<file path="config.mk">
export PLATFORM = sky130hd
export DESIGN_NAME = cak_encryptor
export DESIGN_NICKNAME = d
export VERILOG_FILES = /design/src/rtl/cak_pkg.sv /design/src/rtl/cak_keystream.sv /design/src/rtl/cak_mix_chain.sv /design/src/rtl/cak_diff_stage.sv /design/src/rtl/cak_encryptor.sv
export SDC_FILE = /design/constraint.sdc
export NUM_CORES = 1
export LEC_CHECK = 0
export ABC_CLOCK_PERIOD_IN_PS = 2760
export CORE_ASPECT_RATIO = 0.7
export CORE_MARGIN = 10
export CORE_UTILIZATION = 30
export DETAILED_ROUTE_END_ITERATION = 6
export PLACE_DENSITY = 0.48
export SYNTH_ARGS = -nofsm -noshare
export SYNTH_HDL_FRONTEND = slang
export SYNTH_SLANG_ARGS = --single-unit
export TNS_END_PERCENT = 50
</file>
<file path="constraint.sdc">
create_clock -name clk -period 2.76 [get_ports clk]
set_input_delay 0.276 -clock clk [delete_from_list [all_inputs] [get_ports clk]]
set_output_delay 0.276 -clock clk [all_outputs]
set_load 0.005 [all_outputs]
</file>
<file path="src/rtl/cak_pkg.sv">
package cak_pkg;

    localparam int KEY_BITS     = 138;
    localparam int ADDR_BITS    = 7;
    localparam int CT_TAP       = 21;
    localparam int MOD_DEPTH    = 10;
    localparam int GATED_STAGES = 8;

    typedef enum logic [1:0] {
        STG_GATED  = 2'd0,
        STG_ALWAYS = 2'd1,
        STG_PASS   = 2'd2
    } stage_kind_e;

    typedef enum logic {
        MODE_ENC = 1'b0,
        MODE_DEC = 1'b1
    } cipher_mode_e;

    typedef struct packed {
        logic valid;
        logic bit_val;
    } bit_beat_t;

    // Kind of XOR stage at position idx: gated ones first, then a single
    // always-on stage, then pass-through stages.
    function automatic stage_kind_e stage_kind(input int idx, input int gated);
        if (idx < gated)       return STG_GATED;
        else if (idx == gated) return STG_ALWAYS;
        else                   return STG_PASS;
    endfunction

endpackage

</file>
<file path="src/rtl/cak_keystream.sv">
module cak_keystream #(
    parameter int ADDR_W = cak_pkg::ADDR_BITS,
    parameter int TAP    = cak_pkg::CT_TAP,
    parameter int MOD_D  = cak_pkg::MOD_DEPTH,
    localparam int POOL  = 2 ** ADDR_W
) (
    input  logic             clk,
    input  logic             rst,
    input  logic             clr,
    input  logic             adv,
    input  logic             ct_bit,
    input  logic [POOL-1:0]  key_pool,
    output logic [TAP-1:0]   ct_hist,
    output logic [MOD_D-1:0] mod_hist
);

    logic [ADDR_W-1:0] addr;
    logic              sel_bit;
    logic              mod_new;

    assign addr    = ct_hist[ADDR_W-1:0];
    assign sel_bit = key_pool[addr];
    assign mod_new = sel_bit ^ ct_hist[TAP-1];

    always_ff @(posedge clk) begin
        if (rst || clr) begin
            ct_hist  <= '0;
            mod_hist <= '0;
        end else if (adv) begin
            ct_hist  <= {ct_hist[TAP-2:0], ct_bit};
            mod_hist <= {mod_hist[MOD_D-2:0], mod_new};
        end
    end

endmodule

</file>
<file path="src/rtl/cak_mix_chain.sv">
module cak_mix_chain #(
    parameter int MOD_D = cak_pkg::MOD_DEPTH,
    parameter int GATED = cak_pkg::GATED_STAGES
) (
    input  logic [MOD_D-1:0] mod_hist,
    input  logic [GATED-1:0] gate_key,
    output logic             ks_bit
);
    import cak_pkg::*;

    logic [MOD_D:0] part;
    assign part[0] = 1'b0;

    for (genvar i = 0; i < MOD_D; i++) begin : g_stage
        localparam stage_kind_e KIND = stage_kind(i, GATED);
        if (KIND == STG_GATED) begin : g_gated
            assign part[i+1] = part[i] ^ (mod_hist[i] & gate_key[i]);
        end else if (KIND == STG_ALWAYS) begin : g_always
            assign part[i+1] = part[i] ^ mod_hist[i];
        end else begin : g_pass
            logic unused_tap;
            assign unused_tap = mod_hist[i];
            assign part[i+1]  = part[i];
        end
    end

    assign ks_bit = part[MOD_D];

endmodule

</file>
<file path="src/rtl/cak_diff_stage.sv">
module cak_diff_stage (
    input  logic clk,
    input  logic rst,
    input  logic clr,
    input  logic adv,
    input  logic dec,
    input  logic in_bit,
    input  logic ks_bit,
    output logic res_bit,
    output logic ct_bit
);

    logic d_prev;
    logic d_now;

    // d is the differentially coded plaintext on both directions
    assign d_now   = dec ? (in_bit ^ ks_bit) : (in_bit ^ d_prev);
    assign res_bit = dec ? (d_now ^ d_prev)  : (d_now ^ ks_bit);
    assign ct_bit  = dec ? in_bit : res_bit;

    always_ff @(posedge clk) begin
        if (rst || clr) begin
            d_prev <= 1'b0;
        end else if (adv) begin
            d_prev <= d_now;
        end
    end

endmodule

</file>
<file path="src/rtl/cak_encryptor.sv">
module cak_encryptor #(
    parameter int KEY_W  = cak_pkg::KEY_BITS,
    parameter int ADDR_W = cak_pkg::ADDR_BITS,
    parameter int TAP    = cak_pkg::CT_TAP,
    parameter int MOD_D  = cak_pkg::MOD_DEPTH,
    parameter int GATED  = cak_pkg::GATED_STAGES
) (
    input  logic             clk,
    input  logic             rst,
    input  logic             clr,
    input  logic             key_load,
    input  logic [KEY_W-1:0] key_in,
    input  logic             decrypt,
    input  logic             in_valid,
    input  logic             in_bit,
    output logic             out_valid,
    output logic             out_bit
);
    import cak_pkg::*;

    localparam int POOL      = 2 ** ADDR_W;
    localparam int DEAD_BITS = KEY_W - POOL - GATED;

    logic [KEY_W-1:0] key_q;
    logic [TAP-1:0]   ct_hist;
    logic [MOD_D-1:0] mod_hist;
    logic             ks_bit;
    logic             res_bit;
    logic             ct_bit;
    logic             adv;
    cipher_mode_e     mode;
    bit_beat_t        out_q;

    assign adv  = in_valid && !clr;
    assign mode = cipher_mode_e'(decrypt);

    // key bits between the address pool and the gate byte drive nothing
    logic unused_dead_keys;
    assign unused_dead_keys = ^key_q[POOL +: DEAD_BITS];

    cak_keystream #(
        .ADDR_W (ADDR_W),
        .TAP    (TAP),
        .MOD_D  (MOD_D)
    ) u_ks (
        .clk      (clk),
        .rst      (rst),
        .clr      (clr),
        .adv      (adv),
        .ct_bit   (ct_bit),
        .key_pool (key_q[POOL-1:0]),
        .ct_hist  (ct_hist),
        .mod_hist (mod_hist)
    );

    cak_mix_chain #(
        .MOD_D (MOD_D),
        .GATED (GATED)
    ) u_mix (
        .mod_hist (mod_hist),
        .gate_key (key_q[KEY_W-1 -: GATED]),
        .ks_bit   (ks_bit)
    );

    cak_diff_stage u_diff (
        .clk     (clk),
        .rst     (rst),
        .clr     (clr),
        .adv     (adv),
        .dec     (mode == MODE_DEC),
        .in_bit  (in_bit),
        .ks_bit  (ks_bit),
        .res_bit (res_bit),
        .ct_bit  (ct_bit)
    );

    always_ff @(posedge clk) begin
        if (rst) begin
            key_q <= '0;
            out_q <= '0;
        end else begin
            if (key_load && !in_valid) begin
                key_q <= key_in;
            end
            if (clr) begin
                out_q <= '0;
            end else begin
                out_q.valid <= in_valid;
                if (in_valid) begin
                    out_q.bit_val <= res_bit;
                end
            end
        end
    end

    assign out_valid = out_q.valid;
    assign out_bit   = out_q.bit_val;

endmodule

</file>
==> PnR_summary.wiki <==
{| class="wikitable"
! Metric !! Value
|-
| Final setup fails || 0
|-
| Int Power || a little over 4 mW
|-
| Tot Pwr || around 5.4 mW
|-
| Unrepaired setup endpoints after global routing || no
|-
| Total Negative Setup Slacks || 0 ns
|-
| Chip width || 203 um
|-
| Number of antenna cells inserted || 0
|-
| Slew at the pin closest to its max-slew limit || 0.741 ns
|-
| Combinational cell fraction of total power || 0.101
|-
| Number of antenna violations at the first check in global routing || 2
|-
| Largest net degree at the start of global routing || 138
|-
| Required time worst endpoint || just over 3 ns
|-
| Leakage power || 3.31 nW
|-
| Worst R2R Start || u_ks.ct_hist[1]
|-
| Residual DRC || 0
|-
| Routability cong. || 0.711
|-
| Post-synthesis instance area || 7040 um2
|-
| Clock sinks || ~170
|-
| Critical path class || reg2reg
|-
| Launch instance of the worst min-delay path || in_valid
|-
| Number of nets produced by synthesis || 960
|-
| Setup bufs post-CTS || 0
|-
| 1st-pass router iterations || 4
|-
| Final Slew Violations || 0
|-
| Sequential fraction of design power || 0.476
|-
| Hold-fix buffers at CTS || 0
|-
| Maximum clock rate || between 400 and 500 MHz
|-
| TritonCTS clock tree || done
|-
| Total wirelength of the detailed-routed design || ~21000 um
|-
| Post-CTS sizing || 0
|-
| Drt wl/cell || about 17 um
|-
| Routed metal-1 wire length || 11700 um
|-
| Setup skew after layout || 0.00767 ns
|-
| Ports placed on the boundary || 147
|-
| Hold Path Class || in2reg
|-
| Endpoint of the worst hold-timing path || out_valid
|-
| Highest layer used for signal routing || met5
|-
| Row count || 46
|-
| End of the worst register-to-register path || u_ks.mod_hist[0]
|-
| HPWL after DPL || 14500 um
|-
| Relative area change from synthesis to final layout || 33.0%
|-
| CORE AREA || about 23000 um2
|-
| Critical path peak fanout || 5
|-
| Switching share of power || 0.242
|-
| Average vias per placed instance || 4.58
|-
| Initial Util || 0.308
|-
| Final number of hold-violating endpoints || 0
|-
| Worst-case clock buffer depth || 2
|-
| FFs w/ async S/R, synth || 0
|-
| Number of buffers added by the clock tree synthesis step || 17
|-
| Power density over cell area || about 580 nW/um2
|-
| Share of synthesized area occupied by flip-flops and latches || 0.481
|-
| Number of fillers in the final layout || 2346
|-
| Layout Nets || 1072
|-
| Outcome || complete, no violations
|-
| Critical path arrival || 2.67 ns
|-
| Post-synth EDFFs || 0
|-
| Level count of the clock H-tree || 4
|-
| Fraction of final layout cells sized beyond drive strength 1 || 0.0904
|-
| Number of DRC markers in iteration 0 || around 400
|-
| Critical path endpoint category || flip-flop
|-
| Area of the die || ~30000 um2
|-
| Met2 layer wire length in the routed design || a little under 8000 um
|-
| Mean cell area of the mapped netlist || 8.64 um2
|-
| Worst slack after detailed placement || 0.390 ns
|-
| Final instance area || 9360 um2
|-
| Wire length of the first global-routing pass || 33200 um
|-
| Total met3 wirelength after detailed routing || 1090 um
|-
| Overall overflow remaining after global route || 0
|-
| Worst slew margin relative to its limit || 0.506
|-
| Hold Path Depth || 2
|-
| Yosys synthesis warning count || 0
|-
| Overall fraction of global-route tracks in use || 0.139
|-
| Post-layout util || 0.410
|-
| Switching power || 1.31 mW
|-
| Final critical-path setup slack || just under 0.4 ns
|-
| Number of vias in the routed layout || about 5700
|-
| R2R Setup Slk || between 0.3 and 0.4 ns
|-
| Most frequently used flop master after synthesis || sky130_fd_sc_hd__dfxtp_1
|-
| Post-synth cell types || 36
|-
| Vias in the first global route || 5781
|-
| Final clock period utilization by the worst path || 0.857
|-
| Worst Setup Start Kind || flip-flop
|-
| Die height || 148 um
|-
| Root Buffer Master || sky130_fd_sc_hd__clkbuf_16
|-
| Clock-pin slew on the worst setup and hold paths || ~0.070 ns
|-
| Final critical path time including I/O delays and setup || 2.36 ns
|-
| IO Port Bufs || 144
|-
| Max-cap violation count || 0
|-
| Clock network fraction of total power || 0.423
|-
| Cell count after synthesis || approximately 800
|-
| Antenna-violating nets left || 0
|-
| Maximum vdd drop || 0.406 mV
|-
| Insertion delay to the later sink of the worst-skew pair || 0.43 ns
|-
| Worst reg2reg path depth || 6
|-
| Synthesized flop and latch total || between 150 and 200
|-
| Total placed instance area || 8800 um2
|}
[sequential cells by signal (all words and copies together), names as in the netlist]
name / count
u_ks.ct_hist: 21
key_q: 136
u_diff.d_prev: 1
out_bit: 1
out_valid: 1
u_ks.mod_hist: 9
[per-stage QoR]
step	hold slack (ns)	instances
after floorplan	0.412	815
after global placement	0.440	1220
after detailed placement	0.444	1220
after CTS	0.286	1252
after global routing	0.307	1252
final	0.306	1252
[cell usage in the layout, fill, tap and decap left out, drive strengths merged, types with 3 or more instances in the layout]
cell	netlist	routed
xnor2	7	7
inv	3	7
mux4	31	31
nor2b	4	4
and2	3	3
nand3	6	6
a22oi	3	3
nand4	4	4
clkdlybuf4s50	0	142
a21oi	140	140
clkbuf	58	19
nor2	34	34
buf	7	16
clkinvlp	0	6
mux2	3	3
mux2i	40	40
dfxtp	169	169
o21ai	3	3
nand2	284	284
[how the worst max path moves through the flow]
stage | start | slack [ns] | end
floorplan | u_ks.ct_hist[1] | 0.59 | u_ks.mod_hist[0]
global placement | u_ks.ct_hist[1] | 0.42 | u_ks.mod_hist[0]
detailed placement | u_ks.ct_hist[1] | 0.39 | u_ks.mod_hist[0]
CTS | u_ks.ct_hist[1] | 0.37 | u_ks.mod_hist[0]
global route | u_ks.ct_hist[1] | 0.32 | u_ks.mod_hist[0]
finish | u_ks.ct_hist[1] | 0.40 | u_ks.mod_hist[0]
[synth_stat cells (all sizes together), types with 4 or more instances]
cell | number | area [um2]
nand2 | 284 | 1070
dfxtp | 169 | 3380
a21oi | 140 | 701
clkbuf | 58 | 218
mux2i | 40 | 400
nor2 | 34 | 128
mux4 | 31 | 709
buf | 7 | 42.5
xnor2 | 7 | 61.3
nand3 | 6 | 30.0
nand4 | 4 | 25.0
nor2b | 4 | 25.0
[per-layer routing]
| metal | global-route usage | up-vias |
|---|---|---|
| met5 | 0 | - |
| met2 | 0.182 | 116 |
| met3 | 0.0475 | 12 |
| met4 | 0.0301 | 4 |
| li1 | - | 2976 |
| met1 | 0.210 | 2621 |
[critical path: stages, from the launching register on]
cell,delay (ns)
sky130_fd_sc_hd__dfxtp_2,0.43
sky130_fd_sc_hd__mux4_1,0.59
sky130_fd_sc_hd__mux4_2,0.51
sky130_fd_sc_hd__o311a_1,0.32
sky130_fd_sc_hd__o311ai_2,0.09
sky130_fd_sc_hd__o32a_2,0.21
sky130_fd_sc_hd__o211ai_1,0.08
[final cells by class]
class	count	area, um2	share of cell area
repair buffers	158	1610	0.172
flip-flops and latches	169	3390	0.362
well taps	312	390	0.0417
inverters	3	11.3	0.00120
clock inverters	13	120	0.0128
clock buffers	19	443	0.0473
multi-input cells	578	3400	0.363
[cell families (layout without fill, tap and decap cells)]
family,count (synthesis),count (layout),share of synthesized area
AO/OA/AOI/OAI,155,155,0.117
XOR/XNOR,10,10,0.0144
AND/OR/NAND/NOR,339,339,0.187
buffers and inverters,68,193,0.0386
flip-flops,169,169,0.481
multiplexers,74,74,0.162
[power groups by stage]
stage | clock [mW] | combinational (mW) | sequential, mW
floorplan | 0 | 0.265 | 2.62
global placement | 0 | 0.547 | 2.64
finish | 2.29 | 0.547 | 2.58
CTS | 2.35 | 0.554 | 2.58
detailed placement | 0 | 0.550 | 2.64
global route | 2.46 | 0.603 | 2.59
No activity file was read; power rests on OpenSTA's default activity.
